==> src/rtl/dsdec_pkg.sv <==
package dsdec_pkg;

   // Smallest resolution the window logic can serve (window of 2^N-1 >= 3)
   localparam int unsigned DSDEC_FLOOR_BITS = 2;

   // Limit a requested resolution to the legal span
   function automatic int unsigned dsdec_limit(input int unsigned req,
                                               input int unsigned lo,
                                               input int unsigned hi);
      if (req < lo) return lo;
      if (req > hi) return hi;
      return req;
   endfunction

endpackage

==> src/rtl/dsdec_res_ctrl.sv <==
module dsdec_res_ctrl #(
   parameter int MIN_BITS = 3,
   parameter int MAX_BITS = 12,
   parameter int SEL_W    = 4
) (
   input  logic             clk,
   input  logic             rst,
   input  logic [SEL_W-1:0] res_sel,
   input  logic             win_open,
   input  logic             take,
   output logic [SEL_W-1:0] eff_n
);

   localparam logic [SEL_W-1:0] LO_N = SEL_W'(MIN_BITS);
   localparam logic [SEL_W-1:0] HI_N = SEL_W'(MAX_BITS);

   logic [SEL_W-1:0] limited;
   logic [SEL_W-1:0] cur_n;

   always_comb begin
      if (res_sel < LO_N)
         limited = LO_N;
      else if (res_sel > HI_N)
         limited = HI_N;
      else
         limited = res_sel;
   end

   // The width of a window is fixed by the request present at its first sample
   always_comb eff_n = win_open ? limited : cur_n;

   always_ff @(posedge clk) begin
      if (rst)
         cur_n <= LO_N;
      else if (take && win_open)
         cur_n <= limited;
   end


   res_range_chk: assert property (@(posedge clk) disable iff (rst)
      (eff_n >= LO_N) && (eff_n <= HI_N));


   res_hold_chk: assert property (@(posedge clk) disable iff (rst)
      !win_open |=> $stable(cur_n));

endmodule

==> src/rtl/dsdec_win_ctr.sv <==
module dsdec_win_ctr #(
   parameter int CNT_W = 12,
   parameter int SEL_W = 4
) (
   input  logic             clk,
   input  logic             rst,
   input  logic             take,
   input  logic [SEL_W-1:0] eff_n,
   output logic [CNT_W-1:0] cnt,
   output logic             win_open,
   output logic             last
);

   logic [CNT_W-1:0] span_mask;
   logic [CNT_W-1:0] final_idx;

   // span_mask = 2^N - 1 (window length); final index is one less
   always_comb begin
      span_mask = ~({CNT_W{1'b1}} << eff_n);
      final_idx = span_mask - CNT_W'(1);
   end

   always_comb begin
      win_open = (cnt == '0);
      last     = take && (cnt == final_idx);
   end

   always_ff @(posedge clk) begin
      if (rst)
         cnt <= '0;
      else if (last)
         cnt <= '0;
      else if (take)
         cnt <= cnt + CNT_W'(1);
   end


   cnt_bound_chk: assert property (@(posedge clk) disable iff (rst)
      cnt <= final_idx);


   idle_hold_chk: assert property (@(posedge clk) disable iff (rst)
      !take |=> $stable(cnt));

endmodule

==> src/rtl/dsdec_accum.sv <==
module dsdec_accum #(
   parameter int CNT_W = 12
) (
   input  logic             clk,
   input  logic             rst,
   input  logic             take,
   input  logic             bit_in,
   input  logic             last,
   output logic [CNT_W-1:0] total
);

   logic [CNT_W-1:0] acc;

   // Running count including the sample offered this cycle
   always_comb total = acc + CNT_W'(take & bit_in);

   always_ff @(posedge clk) begin
      if (rst)
         acc <= '0;
      else if (last)
         acc <= '0;
      else if (take)
         acc <= total;
   end


   acc_idle_chk: assert property (@(posedge clk) disable iff (rst)
      !take |=> $stable(acc));

endmodule

==> src/rtl/dsdec_out_stage.sv <==
module dsdec_out_stage #(
   parameter int CNT_W = 12,
   parameter int SEL_W = 4
) (
   input  logic                    clk,
   input  logic                    rst,
   input  logic                    last,
   input  logic [CNT_W-1:0]        total,
   input  logic [SEL_W-1:0]        eff_n,
   output logic [CNT_W-1:0]        code_out,
   output logic signed [CNT_W-1:0] code_signed,
   output logic                    word_valid
);

   logic [CNT_W-1:0] mid_scale;
   logic [CNT_W-1:0] offset_val;

   always_comb begin
      mid_scale  = CNT_W'(1) << (eff_n - SEL_W'(1));
      offset_val = total - mid_scale;
   end

   always_ff @(posedge clk) begin
      if (rst) begin
         code_out    <= '0;
         code_signed <= '0;
         word_valid  <= 1'b0;
      end else begin
         word_valid <= last;
         if (last) begin
            code_out    <= total;
            code_signed <= $signed(offset_val);
         end
      end
   end


   valid_pulse_chk: assert property (@(posedge clk) disable iff (rst)
      word_valid |=> !word_valid);


   code_hold_chk: assert property (@(posedge clk) disable iff (rst)
      !last |=> ($stable(code_out) && $stable(code_signed)));

endmodule

==> src/rtl/bitstream_ones_decimator.sv <==
module bitstream_ones_decimator #(
   parameter int MIN_BITS = 3,
   parameter int MAX_BITS = 12
) (
   input  logic                       clk,
   input  logic                       rst,
   input  logic                       bit_in,
   input  logic                       bit_valid,
   input  logic [$clog2(MAX_BITS+1)-1:0] res_sel,
   output logic [MAX_BITS-1:0]        code_out,
   output logic signed [MAX_BITS-1:0] code_signed,
   output logic                       word_valid
);
   import dsdec_pkg::*;

   localparam int SEL_W = $clog2(MAX_BITS + 1);
   localparam int CNT_W = MAX_BITS;

   generate
      if (MIN_BITS < int'(DSDEC_FLOOR_BITS)) begin : g_bad_min
         $error("MIN_BITS below supported floor");
      end
      if (MAX_BITS < MIN_BITS) begin : g_bad_span
         $error("MAX_BITS must not be below MIN_BITS");
      end
      if (MAX_BITS > 24) begin : g_bad_max
         $error("MAX_BITS above 24 is not supported");
      end
   endgenerate

   logic [SEL_W-1:0] eff_n;
   logic [CNT_W-1:0] cnt;
   logic [CNT_W-1:0] total;
   logic             win_open;
   logic             last;

   dsdec_res_ctrl #(
      .MIN_BITS (MIN_BITS),
      .MAX_BITS (MAX_BITS),
      .SEL_W    (SEL_W)
   ) i_res_ctrl (
      .clk      (clk),
      .rst      (rst),
      .res_sel  (res_sel),
      .win_open (win_open),
      .take     (bit_valid),
      .eff_n    (eff_n)
   );

   dsdec_win_ctr #(
      .CNT_W (CNT_W),
      .SEL_W (SEL_W)
   ) i_win_ctr (
      .clk      (clk),
      .rst      (rst),
      .take     (bit_valid),
      .eff_n    (eff_n),
      .cnt      (cnt),
      .win_open (win_open),
      .last     (last)
   );

   dsdec_accum #(
      .CNT_W (CNT_W)
   ) i_accum (
      .clk    (clk),
      .rst    (rst),
      .take   (bit_valid),
      .bit_in (bit_in),
      .last   (last),
      .total  (total)
   );

   dsdec_out_stage #(
      .CNT_W (CNT_W),
      .SEL_W (SEL_W)
   ) i_out_stage (
      .clk         (clk),
      .rst         (rst),
      .last        (last),
      .total       (total),
      .eff_n       (eff_n),
      .code_out    (code_out),
      .code_signed (code_signed),
      .word_valid  (word_valid)
   );


   ones_bound_chk: assert property (@(posedge clk) disable iff (rst)
      total <= cnt + CNT_W'(1));


   word_after_take_chk: assert property (@(posedge clk) disable iff (rst)
      word_valid |-> $past(bit_valid));

endmodule

==> config.mk <==
export PLATFORM = sky130hd
export DESIGN_NAME = bitstream_ones_decimator
export DESIGN_NICKNAME = d
export VERILOG_FILES = /design/src/rtl/dsdec_pkg.sv /design/src/rtl/dsdec_res_ctrl.sv /design/src/rtl/dsdec_win_ctr.sv /design/src/rtl/dsdec_accum.sv /design/src/rtl/dsdec_out_stage.sv /design/src/rtl/bitstream_ones_decimator.sv
export SDC_FILE = /design/constraint.sdc
export NUM_CORES = 1
export LEC_CHECK = 0
export BUFFER_PORTS_ARGS = -buffer_cell sky130_fd_sc_hd__buf_2
export CAP_MARGIN = 20
export CORE_ASPECT_RATIO = 1.75
export CORE_MARGIN = 2
export CORE_UTILIZATION = 40
export CTS_CLUSTER_DIAMETER = 80
export CTS_CLUSTER_SIZE = 16
export DETAILED_ROUTE_END_ITERATION = 6
export GPL_ROUTABILITY_DRIVEN = 0
export MAX_ROUTING_LAYER = met4
export PLACE_DENSITY_LB_ADDON = 0.12
export SLEW_MARGIN = 5
export SYNTH_ARGS = -nofsm -noshare
export SYNTH_HDL_FRONTEND = slang
export SYNTH_SLANG_ARGS = --single-unit
==> constraint.sdc <==
create_clock -name clk -period 11.06 [get_ports clk]
set_clock_uncertainty 0.2 [all_clocks]
set_input_delay 3.318 -clock clk [delete_from_list [all_inputs] [get_ports clk]]
set_output_delay 3.318 -clock clk [all_outputs]
set_load 0.01 [all_outputs]
# After elaboration in Yosys (flattened, before gate mapping)
# Cells that the tools add are included.
# classes
n_div,0
eq_ne,1
addsub,5
shift,2
mux,3
n_mul,0
n_lt_le_gt_ge,2
bitwise,2
n_reduce_logical,4
# ops
op,n
$add A12 B1 Y12 const B,1
$add A12 B12 Y12,1
$eq A12 B12 Y1,1
$logic_not A12 Y1,1
$mux W4,3
$not A12 Y12,1
$shl A1 B4 Y12 const A,1
$shl A12 B4 Y12 const A,1
$sub A12 B1 Y12 const B,1
$sub A12 B12 Y12,1
$gt A4 B4 Y1 const B,1
$lt A4 B2 Y1 const B,1
$sub A4 B1 Y4 const B,1
$logic_and A1 B1 Y1,2
$reduce_or A2 Y1,1
$and A1 B1 Y1,1
# word_totals
elab_cells,25
in_bits,8
mem_count,0
mem_bits_ro,0
reg_bits,53
latchBits,0
mem_bits_rw,0
out_inout_bits,25

# Logic depth before layout (Yosys ltp)
# Gate-level depths: netlist of the first run.
# logic_depth
word_depth,10
mapped_depth,22
ltp_nobuf,21

# By module
# Synthesis of the first run repeated with hierarchy kept, for this count alone.
# hier_totals
hier_cells,403
hier_area_um2,3499.6
# modules_own_cells
mod,area_per_inst_um2,cells_per_inst,n_inst,seq_area_each_um2
dsdec_out_stage,1503.9,178,1,500.5
dsdec_win_ctr,1009.7,115,1,240.2
dsdec_accum,739.5,85,1,240.2
dsdec_res_ctrl,246.5,25,1,80.1

# Worst setup path before layout of the first run
# Ideal clock, no wire load.
# synth_path
kind,input to register
from,in res_sel[2]
to,reg i_out_stage.code_signed[8]
path_buffers,2
setup_ns,0.070
required_ns,10.790
stages,20
arrival_time_ns,6.490
setup_slack_ns,4.299
cell_sequence,buf_2 > nor2b_1 > a21oi_1 > o31a_1 > inv_1 > ha_1 > clkbuf_1 > nand2_1 > nor2_1 > ha_1 > inv_1 > fa_1 > a21o_1 > a21oi_1 > o21bai_1 > a21oi_1 > o21a_1 > xnor2_1 > nand3_1 > a21oi_1
# synth_between
elab_chain_cells,9
word_cells_on_any_way,13
classes_between,3 x add/sub; 2 x order compare; 1 x eq/ne; 2 x shift; 3 x mux; 1 x bitwise; 1 x reduce/logical
# synth_lines
element,line_no,source
from (decl),bitstream_ones_decimator.sv:9,"input logic [$clog2(MAX_BITS+1)-1:0] res_sel,"
$gt A4 B4 Y1,dsdec_res_ctrl.sv:23,else if (res_sel > HI_N)
$mux W4,dsdec_res_ctrl.sv:23,
$mux W4 *,dsdec_res_ctrl.sv:21,if (res_sel < LO_N)
$mux W4 *,dsdec_res_ctrl.sv:30,always_comb eff_n = win_open ? limited : cur_n;
$shl A12 B4 Y12,dsdec_win_ctr.sv:19,span_mask = ~({CNT_W{1'b1}} << eff_n);
$not A12 Y12,dsdec_win_ctr.sv:19,
$sub A12 B1 Y12,dsdec_win_ctr.sv:20,final_idx = span_mask - CNT_W'(1);
$eq A12 B12 Y1,dsdec_win_ctr.sv:25,last = take && (cnt == final_idx);
$logic_and A1 B1 Y1,dsdec_win_ctr.sv:25,
to (signal assigned),dsdec_out_stage.sv:32,code_signed <= $signed(offset_val);
to (decl),dsdec_out_stage.sv:11,"output logic signed [CNT_W-1:0] code_signed,"
# Mark *: on every way between the ends. The rest lies on a longest branch, timed or not.
# A chain may end at the register's enable or synchronous reset.

# Worst setup path after layout of the first run
# layout_path
from,in res_sel[3]
to,reg i_out_stage.code_signed[8]
# The elaborated chain is that of the path after synthesis.

==> results of run 1 <==
-- cells in the mapped netlist (3+ instances only) --
cell      count  area (um^2)
dfxtp_1      53         1060
nor3_1       42          210
a21oi_1      36          180
nand2_1      31          116
xor2_1       29          254
nand3_1      22          110
ha_1         19          238
xnor2_1      17          149
clkbuf_1     15         56.3
and3_1       14         87.6
o21ai_0      14         70.1
inv_1        12         45.0
mux2i_1      11          110
nor2_1       10         37.5
nand2b_1      9         56.3
nand4_1       8         50.1
a211oi_1      7         52.6
buf_2         7         35.0
nor3_2        6         60.1
nand3b_1      4         30.0
nor2b_1       4         25.0
a211o_1       3         26.3
a21o_1        3         22.5
a31oi_1       3         18.8
and2_1        3         18.8
buf_6         3         33.8
mux2_2        3         33.8
o211ai_1      3         22.5
or3_1         3         18.8
-- state kept, by name, indices dropped and copies added (netlist names) --
| name | count |
|---|---|
| i_accum.acc | 12 |
| i_out_stage.code_out | 12 |
| i_win_ctr.cnt | 12 |
| i_res_ctrl.cur_n | 4 |
| i_out_stage.word_valid | 1 |
| i_out_stage.code_signed | 12 |
-- per-layer routing --
layer	share of wire (%)	wire length, um	GRT usage [%]	vias up
met4	4.6	427	10.8	0
met3	1.9	175	2.49	31
li1	-	-	-	1583
met5	0	0	-	-
met1	39	3650	20.1	1476
met2	55	5100	38.5	52
-- cells by family after synthesis --
group / share of synthesized area (%)
AO/OA/AOI/OAI: 14.8
AND/OR/NAND/NOR: 27.4
flip-flops: 29.1
adder cells (fa/ha/maj): 7.63
XOR/XNOR: 11.1
multiplexers: 4.57
buffers and inverters: 5.36
-- path summary, 6_finish.rpt --
check	start	to	slack [ns]	cells after the start
hold / removal	i_out_stage.code_signed[9]$_SDFFE_PP0P_	i_out_stage.code_signed[9]$_SDFFE_PP0P_	0.27	2
hold reg to reg	i_out_stage.code_signed[9]$_SDFFE_PP0P_	i_out_stage.code_signed[9]$_SDFFE_PP0P_	0.27	2
setup / recovery	res_sel[3]	i_out_stage.code_signed[8]$_SDFFE_PP0P_	4.05	19
setup reg to reg	i_win_ctr.cnt[0]$_SDFFE_PP0P_	i_out_stage.code_signed[8]$_SDFFE_PP0P_	6.04	20
-- stage by stage --
step	cell area (um^2)	setup slack, ns	util, %
finish	4000	4.05	44.5
global route	4000	3.72	44.5
CTS	3960	3.61	44.1
detailed placement	3810	3.29	42.5
global placement	3810	3.44	42.5
floorplan	3640	4.30	-
-- worst min-delay path: stages (launching register included) --
cell and delay, ns:
dfxtp_1 0.31, o21ai_0 0.06, a21oi_1 0.06
-- where the power goes --
part / internal [mW] / total (mW) / switching (mW)
sequential: 0.193 / 0.198 / 0.00541
clock: 0.0858 / 0.166 / 0.0800
combinational: 0.0536 / 0.125 / 0.0710
total: 0.332 / 0.489 / 0.156
-- layout make-up --
cell class              instances  share of cell area (%)
clock inverters                 3                   0.657
flip-flops and latches         53                    26.5
repair buffers                 35                    5.07
well taps                     120                    3.75
inverters                      13                    1.22
clock buffers                   5                    3.13
multi-input cells             338                    59.6
==> out/qor.txt, run 1 <==
Status = complete, no violations
Worst path top cell family by delay = compound AO/OA/AOI/OAI gates
Max clock buf depth = 2
P per Cell Area = 122 mW/mm^2
Clk sink count = 53
Register Area = 0.00106 mm^2
Hold Slack = 0.270 ns
Vias in the first global route = 3,076
Mapped Area = 0.00364 mm^2
Layout cells sized above 1 = 14.3%
WS Path Type = input pin to flop
Max Freq = 0.143 GHz
Final Hold Fails = 0
Via count = 3,142
Final Max Slew Viols = 0
Critical path's slowest cell = maj3_1
Async S/R FF share, synth = 0%
Final setup vio count = 0
Prevailing post-synth register cell = dfxtp_1
Via/cell ratio = 5.54
Core Area = 0.00898 mm^2
Commonest non-fill, non-tap cell in the layout = dfxtp_1
Area grow syn2layout = 9.83%
Total Power = 489 uW
Total die area = 0.00991 mm^2
Finished Layout Cells = 567
Detailed Route Iter0 Violations = 141
Largest net degree at the start of global routing = 54
Critical path data required time = 11.09 ns
Cell Rows = 46
Clock latency on the worst-skew pair = 0.30 ns
WP data arrival = 7.05 ns
Setup total negative slack = 0 ns
Rel. slew slack = 39.9%
GRT Overall Usage = 20.2%
Number of max-cap violations = 0
Avg Inst Size Synth = 8.43 um^2
Chip width = 76.1 um
Post-synth EDFFs = 0
Worst path bufs/invs = 4
Drt first pass iters = 4
Hpwl dp = 6.94 mm
Grt total ovfl = 0
DR DRC count = 0
Kind of end point of the critical path = flop
Min-delay worst type = flop to flop
Worst ir drop on vdd = 0.0614 mV
Warnings, synthesis = 0
Htree depth = 2
Syn_nets = 460
Routed WL per cell = 16.5 um
Final WL = 9.35 mm
Antenna-violating nets left = 0
Critical path fanouts, max = 12
Critical Path, Cell by Cell = buf_2 > inv_1 > maj3_1 > o31a_1 > inv_1 > ha_1 > nand2_1 > nor2_1 > ha_1 > inv_1 > fa_1 > a21o_1 > a21oi_1 > o21bai_1 > a21oi_1 > o21a_1 > xnor2_1 > nand3_1 > a21oi_1
Sequential area share after synthesis = 29.1%
Filler cell count = 948
Netlist cell types = 58
CTS root buf = clkbuf_16
Initial Utilization = 40.6%
Fin nets = 474
Post-CTS Hold Fix Bufs = 0
Post_cts resized = 0
Slew of the pin with the lowest slew margin = 0.901 ns
Diode count = 0
Post-Synthesis Cells = 432
Max incr delay on CP = 0.40 ns
Antenna violations before repair = 0
PortBufs = 32
Postcts setup bufs = 0
RSZ-0062 raised after global routing = no
TritonCTS clock tree = done
Fin crit period = 7.01 ns
Lkg Pwr = 1.66 nW
#FFs+latches synth = 53
I/O pin total = 33
Clk slew on worst S/H paths = 0.08 ns
# placed instances = 557
Die height = 130 um
CP Launch Type = input pin
Fin crit share = 63.4%
Total CTS buffers = 5
Commonest non-fill, non-tap cells in the layout = dfxtp_1, nor3_1, a21oi_1
Multi-input gate area = 0.00238 mm^2
First-pass GRT wire length = 15.5 mm
(Power assumes the default switching activity.)
==> run 2, diff against run 1 <==
==> constraint.sdc (replaced) <==
create_clock -name clk -period 6.8 [get_ports clk]
set_clock_uncertainty 0.2 [all_clocks]
set_input_delay 2.04 -clock clk [delete_from_list [all_inputs] [get_ports clk]]
set_output_delay 2.04 -clock clk [all_outputs]
set_load 0.01 [all_outputs]
==> run 2 against run 1 <==
Clock power rose by 55%; power rose by 60%; non-clock buffer count grew 1; sequential cell count unchanged; global-route usage fell by 0.84 points; cell area is 0.50% lower; setup slack got worse by 2.9 ns; combinational power is 61% higher; hold slack is essentially flat.
==> out/qor.txt, run 2 (synthesized netlist as in run 1, its figures left out) <==
WP depth = 20 (+1)
Final WL = 8.99 mm (-3.9%)
Postcts setup bufs = 0 (unchanged)
Vias in the first global route = 2,965 (-3.6%)
Grt total ovfl = 0 (unchanged)
DP Worst Slack = 0.873 ns (-2.42 ns)
WP data arrival = 5.69 ns (-1.36 ns)
Max incr delay on CP = 0.40 ns (about the same)
Rel. slew slack = 29.1% (-11 points)
Setup slack after layout = 1.13 ns (-2.92 ns)
Worst setup path start = res_sel[3]
Total die area = 0.00991 mm^2 (unchanged)
Critical Path, Cell by Cell = buf_2 > inv_1 > maj3_1 > o31a_1 > inv_1 > nand3_1 > nand2_1 > nand2_1 > nor2_1 > ha_1 > inv_1 > fa_1 > a21o_1 > a21oi_1 > o21bai_1 > a21oi_1 > o21a_1 > xnor2_1 > nand3_1 > a21oi_1
Max clock buf depth = 2 (unchanged)
Fin crit period = 5.67 ns
Initial Utilization = 40.6% (unchanged)
Antenna violations before repair = 0 (unchanged)
# placed instances = 560 (+0.54%)
Status = complete, no violations
Worst path top cell family by delay = compound AO/OA/AOI/OAI gates
Core Area = 0.00898 mm^2 (unchanged)
RSZ-0062 raised after global routing = no
Finished Layout Cells = 568 (+0.18%)
Fin nets = 475 (+0.21%)
Hpwl dp = 6.66 mm (-4.1%)
Via/cell ratio = 5.49 (-0.91%)
Setup total negative slack = 0 ns (unchanged)
P per Cell Area = 196 mW/mm^2 (+61%)
Routed WL per cell = 15.8 um (-4.1%)
Drt first pass iters = 4 (unchanged)
Commonest non-fill, non-tap cells in the layout = dfxtp_1, nor3_1, a21oi_1
Kind of end point of the critical path = flop
Worst R2R Path Depth = 20 (unchanged)
Via count = 3,119 (-0.73%)
Area grow syn2layout = 9.28%
Final setup vio count = 0 (unchanged)
Worst ir drop on vdd = 0.0898 mV (+46%)
Clock latency on the worst-skew pair = 0.30 ns (about the same)
Diode count = 0 (unchanged)
Critical path's slowest cell = maj3_1
Max Freq = 0.176 GHz
Critical path data required time = 6.82 ns (-4.27 ns)
TritonCTS clock tree = done
Cell Rows = 46 (unchanged)
Die height = 130 um (unchanged)
R2R Setup Slk = 1.89 ns (-4.15 ns)
GRT Overall Usage = 19.4% (-0.84 points)
Clk sink count = 53 (unchanged)
DR DRC count = 0 (unchanged)
Worst path bufs/invs = 4 (unchanged)
RR Startpoint = i_win_ctr.cnt[0]$_SDFFE_PP0P_
Lkg Pwr = 1.65 nW (-0.45%)
Chip width = 76.1 um (unchanged)
Finished Cell Area = 0.00398 mm^2 (-0.50%)
Worst R2R End = i_out_stage.code_signed[8]$_SDFFE_PP0P_
First-pass GRT wire length = 14.9 mm (-4.0%)
Filler cell count = 946 (-0.21%)
PortBufs = 32 (unchanged)
Final Max Slew Viols = 0 (unchanged)
Layout cells sized above 1 = 14.3% (-0.032 points)
Post-CTS Hold Fix Bufs = 0 (unchanged)
Clk slew on worst S/H paths = 0.07 ns (about the same)
Min-delay worst type = flop to flop
Largest net degree at the start of global routing = 54 (unchanged)
WS Path Type = input pin to flop
Detailed Route Iter0 Violations = 132 (-6.4%)
Total CTS buffers = 5 (unchanged)
Antenna-violating nets left = 0 (unchanged)
Htree depth = 2 (unchanged)
Critical path fanouts, max = 12 (unchanged)
Final Hold Fails = 0 (unchanged)
Slew of the pin with the lowest slew margin = 1.06 ns (+0.163 ns)
CTS root buf = clkbuf_16
Dpl cell area = 0.00383 mm^2 (+0.59%)
Commonest non-fill, non-tap cell in the layout = dfxtp_1
Number of max-cap violations = 0 (unchanged)
Critical path destination = i_out_stage.code_signed[8]$_SDFFE_PP0P_
Fin crit share = 83.4%
Post_cts resized = 0 (unchanged)
I/O pin total = 33 (unchanged)
CP Launch Type = input pin
run 2: cell count changes in the layout (fill, tap and decap cells not counted), sizes merged:
| cell | before | now |
|---|---|---|
| buf | 35 | 36 |
| clkbuf | 5 | 6 |
| inv | 14 | 13 |
run 2: layer usage:
layer / GRT usage (%) / part of all wire, % / vias to the layer above
met1: 20.0 / 40 / 1461
met5: - / 0 / -
li1: - / - / 1587
met2: 36.9 / 55 / 53
met3: 2.49 / 2.2 / 18
met4: 8.66 / 3.2 / 0
run 2: worst reg2reg max path, delay by kind of cell (launching register included):
kind | cells | cell delay, ns
XOR/XNOR | 1 | 0.12
AND/OR/NAND/NOR | 6 | 1.32
adder cells (fa/ha/maj) | 3 | 0.74
AO/OA/AOI/OAI | 7 | 1.30
flip-flops | 1 | 0.43
multiplexers | 1 | 0.51
buffers and inverters | 2 | 0.21
run 2: stage by stage:
| stage | hold slack (ns) | utilization, % | total power [mW] |
|---|---|---|---|
| floorplan | 0.294 | - | 0.493 |
| global placement | 0.261 | 42.7 | 0.530 |
| detailed placement | 0.265 | 42.7 | 0.531 |
| CTS | 0.274 | 44.3 | 0.790 |
| global route | 0.298 | 44.3 | 0.825 |
| finish | 0.270 | 44.3 | 0.781 |
run 2: layout make-up:
class,instances,area (um^2),share of cell area [%]
well taps,120,150,3.77
inverters,13,48.8,1.23
flip-flops and latches,53,1060,26.7
clock buffers,6,129,3.24
repair buffers,36,190,4.78
multi-input cells,338,2380,59.9
clock inverters,2,15.0,0.377
run 2: where the power goes:
group	total [mW]	switching [mW]	internal, mW
clock	0.257	0.120	0.137
sequential	0.323	0.00889	0.314
combinational	0.201	0.115	0.0862
total	0.781	0.244	0.537
run 2: how the worst min path moves through the flow:
stage / start / endpoint / slack (ns) / cells past startpoint
final: i_out_stage.code_signed[9]$_SDFFE_PP0P_ / i_out_stage.code_signed[9]$_SDFFE_PP0P_ / 0.27 / 2
after global placement: i_out_stage.code_signed[10]$_SDFFE_PP0P_ / i_out_stage.code_signed[10]$_SDFFE_PP0P_ / 0.26 / 2
after detailed placement: i_out_stage.code_signed[4]$_SDFFE_PP0P_ / i_out_stage.code_signed[4]$_SDFFE_PP0P_ / 0.27 / 2
after global routing: i_out_stage.code_signed[7]$_SDFFE_PP0P_ / i_out_stage.code_signed[7]$_SDFFE_PP0P_ / 0.30 / 2
after floorplan: i_out_stage.code_signed[10]$_SDFFE_PP0P_ / i_out_stage.code_signed[10]$_SDFFE_PP0P_ / 0.29 / 2
after CTS: i_out_stage.code_signed[9]$_SDFFE_PP0P_ / i_out_stage.code_signed[9]$_SDFFE_PP0P_ / 0.27 / 2
